<file path="src/rtl/twm_pkg.sv">
package twm_pkg;
  localparam int DATA_W = 32;
  localparam int NAT_W  = 3;

  typedef enum logic [1:0] {
    A_CFG  = 2'd0,
    A_INIT = 2'd1,
    A_STAT = 2'd2,
    A_CTRL = 2'd3
  } twm_addr_e;

  localparam int CFG_MASK_LSB   = 16;
  localparam int CFG_NAT_LSB    = 13;
  localparam int CMD_START_BIT  = 0;
  localparam int CMD_ID_LSB     = 28;
  localparam int STAT_BUSY_BIT  = 0;
  localparam int STAT_ERR_BIT   = 1;
  localparam int CTRL_MT_BIT    = 0;
  localparam int CTRL_SLICE_BIT = 1;
  localparam int CTRL_STALL_BIT = 2;
  localparam int CTRL_SLIM_LSB  = 8;
  localparam int CTRL_TLIM_LSB  = 16;
endpackage

</file>
<file path="src/rtl/twm_regs.sv">
module twm_regs
  import twm_pkg::*;
#(
  parameter int NT = 16,
  parameter int CW = 8,
  parameter int TW = 4
) (
  input  logic              clk,
  input  logic              rst_n,
  input  logic              wr,
  input  logic [1:0]        addr,
  input  logic [DATA_W-1:0] wdata,
  input  logic              st_busy,
  input  logic              st_err,
  input  logic [TW-1:0]     st_id,
  output logic [NT-1:0]     mask,
  output logic              mt_en,
  output logic              slice_en,
  output logic              stall_en,
  output logic [CW-1:0]     slice_lim,
  output logic [CW-1:0]     stall_lim,
  output logic              cmd_valid,
  output logic [TW-1:0]     cmd_id,
  output logic [DATA_W-1:0] rdata
);
  logic [NAT_W-1:0] nat;

  always_ff @(posedge clk or negedge rst_n) begin
    if (!rst_n) begin
      mask      <= '0;
      nat       <= '0;
      mt_en     <= 1'b0;
      slice_en  <= 1'b0;
      stall_en  <= 1'b0;
      slice_lim <= '0;
      stall_lim <= '0;
    end else if (wr) begin
      if (addr == A_CFG) begin
        mask <= wdata[CFG_MASK_LSB +: NT];
        nat  <= wdata[CFG_NAT_LSB +: NAT_W];
      end
      if (addr == A_CTRL) begin
        mt_en     <= wdata[CTRL_MT_BIT];
        slice_en  <= wdata[CTRL_SLICE_BIT];
        stall_en  <= wdata[CTRL_STALL_BIT];
        slice_lim <= wdata[CTRL_SLIM_LSB +: CW];
        stall_lim <= wdata[CTRL_TLIM_LSB +: CW];
      end
    end
  end

  assign cmd_valid = wr && (addr == A_INIT) && wdata[CMD_START_BIT];
  assign cmd_id    = wdata[CMD_ID_LSB +: TW];

  always_comb begin
    rdata = '0;
    case (addr)
      A_CFG: begin
        rdata[CFG_MASK_LSB +: NT]   = mask;
        rdata[CFG_NAT_LSB +: NAT_W] = nat;
      end
      A_STAT: begin
        rdata[STAT_BUSY_BIT]      = st_busy;
        rdata[STAT_ERR_BIT]       = st_err;
        rdata[CMD_ID_LSB +: TW]   = st_id;
      end
      A_CTRL: begin
        rdata[CTRL_MT_BIT]          = mt_en;
        rdata[CTRL_SLICE_BIT]       = slice_en;
        rdata[CTRL_STALL_BIT]       = stall_en;
        rdata[CTRL_SLIM_LSB +: CW]  = slice_lim;
        rdata[CTRL_TLIM_LSB +: CW]  = stall_lim;
      end
      default: rdata = '0;
    endcase
  end
endmodule

</file>
<file path="src/rtl/twm_init.sv">
module twm_init #(
  parameter int NT          = 16,
  parameter int TW          = 4,
  parameter int INIT_CYCLES = 8
) (
  input  logic          clk,
  input  logic          rst_n,
  input  logic          cmd_valid,
  input  logic [TW-1:0] cmd_id,
  input  logic [NT-1:0] mask,
  output logic          busy,
  output logic          err,
  output logic [TW-1:0] id
);
  localparam int IC_W = $clog2(INIT_CYCLES + 1);
  localparam logic [IC_W-1:0] LOAD = IC_W'(INIT_CYCLES - 1);

  logic [IC_W-1:0] remain;

  // A command is taken only when idle; a thread that is already enabled
  // is refused at once with the error flag.
  always_ff @(posedge clk or negedge rst_n) begin
    if (!rst_n) begin
      busy   <= 1'b0;
      err    <= 1'b0;
      id     <= '0;
      remain <= '0;
    end else if (cmd_valid && !busy) begin
      id <= cmd_id;
      if (mask[cmd_id]) begin
        err  <= 1'b1;
        busy <= 1'b0;
      end else begin
        err    <= 1'b0;
        busy   <= 1'b1;
        remain <= LOAD;
      end
    end else if (busy) begin
      if (remain == '0) busy <= 1'b0;
      else              remain <= remain - 1'b1;
    end
  end
endmodule

</file>
<file path="src/rtl/twm_sched.sv">
module twm_sched #(
  parameter int NT = 16,
  parameter int CW = 8,
  parameter int TW = 4
) (
  input  logic          clk,
  input  logic          rst_n,
  input  logic          mt_en,
  input  logic          slice_en,
  input  logic          stall_en,
  input  logic [CW-1:0] slice_lim,
  input  logic [CW-1:0] stall_lim,
  input  logic [NT-1:0] mask,
  input  logic          stall,
  output logic [TW-1:0] cur,
  output logic [NT-1:0] active
);
  logic [TW-1:0] nxt;
  logic [TW-1:0] cand;
  logic          found;
  logic [CW-1:0] slot;
  logic [CW-1:0] run;
  logic          slice_hit;
  logic          stall_hit;
  logic          lost_en;
  logic          switch_now;

  // Rotating search: first enabled thread after cur, wrapping to cur itself;
  // thread 0 when the mask is empty.
  always_comb begin
    nxt   = '0;
    cand  = '0;
    found = 1'b0;
    for (int i = 1; i <= NT; i++) begin
      cand = TW'((int'(cur) + i) % NT);
      if (!found && mask[cand]) begin
        nxt   = cand;
        found = 1'b1;
      end
    end
  end

  assign slice_hit  = slice_en && (slot == slice_lim);
  assign stall_hit  = stall_en && stall && (run == stall_lim);
  assign lost_en    = !mask[cur];
  assign switch_now = slice_hit || stall_hit || lost_en;

  always_ff @(posedge clk or negedge rst_n) begin
    if (!rst_n) begin
      cur  <= '0;
      slot <= '0;
      run  <= '0;
    end else if (!mt_en) begin
      cur  <= '0;
      slot <= '0;
      run  <= '0;
    end else if (switch_now) begin
      cur  <= nxt;
      slot <= '0;
      run  <= '0;
    end else begin
      slot <= slot + 1'b1;
      run  <= stall ? run + 1'b1 : '0;
    end
  end

  for (genvar g = 0; g < NT; g++) begin : g_grant
    assign active[g] = mt_en && mask[g] && (cur == TW'(g));
  end
endmodule

</file>
<file path="src/rtl/thread_enable_mgr.sv">
module thread_enable_mgr
  import twm_pkg::*;
#(
  parameter int NUM_THREADS = 16,
  parameter int CNT_W       = 8,
  parameter int INIT_CYCLES = 8
) (
  input  logic                   clk,
  input  logic                   rst_n,
  input  logic                   reg_wr,
  input  logic [1:0]             reg_addr,
  input  logic [DATA_W-1:0]      reg_wdata,
  output logic [DATA_W-1:0]      reg_rdata,
  input  logic                   exec_stall,
  output logic [NUM_THREADS-1:0] thread_active
);
  localparam int TW = $clog2(NUM_THREADS);

  logic [NUM_THREADS-1:0] cfg_mask;
  logic                   mt_en;
  logic                   slice_en;
  logic                   stall_en;
  logic [CNT_W-1:0]       slice_lim;
  logic [CNT_W-1:0]       stall_lim;
  logic                   cmd_valid;
  logic [TW-1:0]          cmd_id;
  logic                   init_busy;
  logic                   init_err;
  logic [TW-1:0]          init_id;
  logic [TW-1:0]          cur_thread;

  twm_regs #(.NT(NUM_THREADS), .CW(CNT_W), .TW(TW)) u_regs (
    .clk(clk), .rst_n(rst_n), .wr(reg_wr), .addr(reg_addr), .wdata(reg_wdata),
    .st_busy(init_busy), .st_err(init_err), .st_id(init_id),
    .mask(cfg_mask), .mt_en(mt_en), .slice_en(slice_en), .stall_en(stall_en),
    .slice_lim(slice_lim), .stall_lim(stall_lim),
    .cmd_valid(cmd_valid), .cmd_id(cmd_id), .rdata(reg_rdata)
  );

  twm_init #(.NT(NUM_THREADS), .TW(TW), .INIT_CYCLES(INIT_CYCLES)) u_init (
    .clk(clk), .rst_n(rst_n), .cmd_valid(cmd_valid), .cmd_id(cmd_id),
    .mask(cfg_mask), .busy(init_busy), .err(init_err), .id(init_id)
  );

  twm_sched #(.NT(NUM_THREADS), .CW(CNT_W), .TW(TW)) u_sched (
    .clk(clk), .rst_n(rst_n), .mt_en(mt_en), .slice_en(slice_en),
    .stall_en(stall_en), .slice_lim(slice_lim), .stall_lim(stall_lim),
    .mask(cfg_mask), .stall(exec_stall), .cur(cur_thread),
    .active(thread_active)
  );
endmodule

</file>
<file path="config.mk">
export PLATFORM = sky130hd
export DESIGN_NAME = thread_enable_mgr
export DESIGN_NICKNAME = d
export VERILOG_FILES = /design/src/rtl/twm_pkg.sv /design/src/rtl/twm_regs.sv /design/src/rtl/twm_init.sv /design/src/rtl/twm_sched.sv /design/src/rtl/thread_enable_mgr.sv
export SDC_FILE = /design/constraint.sdc
export NUM_CORES = 1
export LEC_CHECK = 0
export ABC_AREA = 1
export CAP_MARGIN = 20
export CORE_ASPECT_RATIO = 0.9
export CORE_UTILIZATION = 26
export DETAILED_ROUTE_END_ITERATION = 8
export GPL_TIMING_DRIVEN = 0
export PLACE_DENSITY_LB_ADDON = 0.3
export REMOVE_ABC_BUFFERS = 1
export SETUP_SLACK_MARGIN = 0.05
export SYNTH_ARGS = -nofsm -noshare
export SYNTH_HDL_FRONTEND = slang
export SYNTH_SLANG_ARGS = --single-unit
export TNS_END_PERCENT = 100
</file>
<file path="constraint.sdc">
create_clock -name clk -period 7.4 [get_ports clk]
set_clock_uncertainty 0.05 [all_clocks]
set_input_delay 1.85 -clock clk [delete_from_list [all_inputs] [get_ports clk]]
set_output_delay 1.85 -clock clk [all_outputs]
set_load 0.01 [all_outputs]
</file>
==> impl_metrics.env <==
export IMPL_run_status="finished, final reports clean"
export IMPL_slew_headroom_pct=31.6
export IMPL_rr_worst_depth=22
export IMPL_pre_cts_slack_ns=1.28
export IMPL_tightest_slew_ns=1.02
export IMPL_die_area_um2=21600
export IMPL_grt_pass1_wl_um=27300
export IMPL_required_ns=5.50
export IMPL_power_mw=2.80
export IMPL_vias_per_cell=4.70
export IMPL_min_to="u_regs.nat[1]"
export IMPL_vdd_ir_drop_max_uv=122
export IMPL_ys_seq_area_share_pct=31.1
export IMPL_dr_pass1_iters=5
export IMPL_die_w_um=155
export IMPL_yosysWarnings=0
export IMPL_fin_nets=945
export IMPL_fmaxAchievable_mhz=164
export IMPL_p_leak_nw=3.25
export IMPL_wl_um=17100
export IMPL_cts_hold_buffers=0
export IMPL_drive_above_1_share_pct=6.18
export IMPL_rows=49
export IMPL_root_buffer="clkbuf_16"
export IMPL_grt_overflow=0
export IMPL_rsz0062_at_grt="false"
export IMPL_crit_path_end_kind="output port"
export IMPL_yosysTopAreaCell="dfrtp_1"
export IMPL_ys_flop_type="dfrtp_1"
export IMPL_synth_top_cell_area_share_pct=31.1
export IMPL_slowest_stage="clkdlybuf4s50_1"
export IMPL_synth_most_common_cell="nand2_1"
export IMPL_ant_nets=0
export IMPL_cts_tree="done"
export IMPL_synthTopCellsByCount="nand2_1 (243), inv_1 (103), nand3_1 (97)"
export IMPL_netlist_top_cells_area="dfrtp_1 (31%), nand2_1 (17%), nand3_1 (8.9%), inv_1 (7.1%), ha_1 (5.0%)"
export IMPL_synth_avg_cell_area_um2=6.66
export IMPL_cts_buffer_depth=2
export IMPL_min_path_type="flop to flop"
export IMPL_slew_viol_final=0
export IMPL_start_kind="input pin"
export IMPL_antenna_cells=0
export IMPL_holdPathStages=2
export IMPL_num_vias=5503
export IMPL_path_max_fanout=17
export IMPL_setup_viol=0
export IMPL_die_h_um=140
export IMPL_grt_max_degree=69
export IMPL_synth_seq_cells=68
export IMPL_worstReg2RegStart="u_sched.cur[1]"
export IMPL_ctsResizeCount=0
export IMPL_clk_pin_slew_ns=0.06
export IMPL_worstPathArrival_ns=4.21
export IMPL_fin_ws_ns=1.29
export IMPL_synth_edf_count=0
export IMPL_post_cts_buffers=0
export IMPL_fin_cells=1170
export IMPL_final_setup_tns_ns=0
export IMPL_synth_async_reset_ratio_pct=100
export IMPL_stdcell_area_um2=6790
export IMPL_grt_pass1_vias=5048
export IMPL_min_delay_start="u_regs.nat[1]"
export IMPL_critPathMaxStageDelay_ns=0.62
export IMPL_gr_usage_all_layers_pct=16.2
export IMPL_drtIter0Drc=372
export IMPL_place_hpwl_um=13100
export IMPL_routabilityCongestion=0.917
export IMPL_io_buffers=75
export IMPL_htreeDepth=3
export IMPL_start_util_pct=26.9
export IMPL_cts_made_buffers=9
export IMPL_drcViolationCount=0
export IMPL_synth_area_um2=5460
export IMPL_fin_crit_sh_pct=82.6
export IMPL_dp_cells=1153
export IMPL_clock_sinks=68
export IMPL_postSynthCellCount=821
export IMPL_rrSetupSlack_ns=2.71
export IMPL_timing_rr_end="u_sched.cur[0]"
export IMPL_period_needed_ns=6.11
export IMPL_antenna_found_initial=0
export IMPL_area_delta_synth_final_pct=24.2
export IMPL_core_area_um2=20300
export IMPL_path_cells="clkdlybuf4s50_1, inv_1, ha_1, inv_1, o21ai_0, clkdlybuf4s50_1"
export IMPL_ios=86
export IMPL_cellPowerDensity_nw_per_um2=412
export IMPL_place_area_um2=6460
export IMPL_hold_viol=0
export IMPL_avgRoutedWirePerCell_um=14.6
export IMPL_clkLatencyLatePin_ns=0.33
export IMPL_ys_types=49
export IMPL_drv_cap=0
export IMPL_worst_setup_path_type="input pin to output port"
==> logic make-up (layout without fill, tap and decap cells) <==
logic type      Yosys count  count (layout)  share of synthesized area, %
simple gates            454             454                          37.1
buf+inv                 143             208                          10.6
compound gates          104             104                          10.8
flops                    68              68                          31.1
fa+ha+maj                22              22                          5.04
xor+xnor                 21              21                          3.64
mux                       8               8                          1.65
other cells               1               5                        0.0686
==> state kept, by name, summed over array words and instances, names as in the netlist, 3 cells and up <==
signal,cells
u_init.id,4
u_sched.run,8
u_sched.cur,4
u_regs.nat,3
u_regs.mask,16
u_sched.slot,8
u_init.remain,4
u_regs.stall_lim,8
u_regs.slice_lim,8
==> layout make-up <==
| cell class | instances | area (um^2) |
|---|---|---|
| repair buffers | 77 | 803 |
| well taps | 280 | 350 |
| inverters | 115 | 432 |
| fillers | 2206 | 13500 |
| multi-input cells | 614 | 3200 |
| clock inverters | 5 | 60.1 |
| flip-flops and latches | 68 | 1700 |
| clock buffers | 11 | 243 |
==> routing by layer <==
| metal | global-route usage, % | routed length (um) | up-vias |
|---|---|---|---|
| li1 | - | - | 2776 |
| met1 | 24.3 | 8780 | 2565 |
| met2 | 24.1 | 7230 | 148 |
| met3 | 2.77 | 870 | 14 |
| met4 | 3.34 | 195 | 0 |
| met5 | 0 | 0 | - |
==> worst max-delay path by stage <==
stage | startpoint | to | slack [ns]
finish | reg_addr[1] | reg_rdata[28] | 1.29
global route | reg_addr[1] | reg_rdata[30] | 1.05
CTS | reg_addr[1] | reg_rdata[30] | 1.26
detailed placement | reg_addr[1] | reg_rdata[30] | 1.28
global placement | reg_addr[1] | reg_rdata[30] | 1.25
floorplan | reg_addr[0] | reg_rdata[28] | 2.76
==> placed cells by master, fill, tap and decap left out, types with 4 or more instances in the layout <==
master / instances
o22ai_1: 5
nand2_2: 6
clkdlybuf4s50_1: 74
clkbuf_16: 9
inv_2: 9
xor2_1: 13
o21ai_0: 48
nor3_1: 18
nand4_1: 13
o21ai_1: 4
xnor2_1: 6
dfrtp_1: 68
a31oi_1: 4
ha_1: 22
nor2_1: 56
nand3_1: 97
a21oi_1: 24
nand2_1: 243
conb_1: 5
mux2_2: 8
inv_1: 103
==> power breakdown <==
| group | leakage [nW] | switching, mW | total [mW] | internal, mW |
|---|---|---|---|---|
| clock | 0.146 | 0.169 | 0.441 | 0.271 |
| combinational | 2.24 | 1.22 | 1.79 | 0.569 |
| sequential | 0.856 | 0.118 | 0.567 | 0.449 |
==> stage by stage <==
step                utilization, %  hold WS, ns
floorplan                        -        0.403
global placement              31.7        0.417
detailed placement            31.8        0.424
CTS                           33.3        0.438
global route                  33.4        0.463
finish                        33.4        0.439
==> worst max-delay path: cells and delay by family <==
kind	cells	cell delay (ns)
buffers and inverters	4	1.39
AO/OA/AOI/OAI	1	0.39
adder cells (fa/ha/maj)	1	0.58
Note: power is estimated with default switching activity, not from simulation.
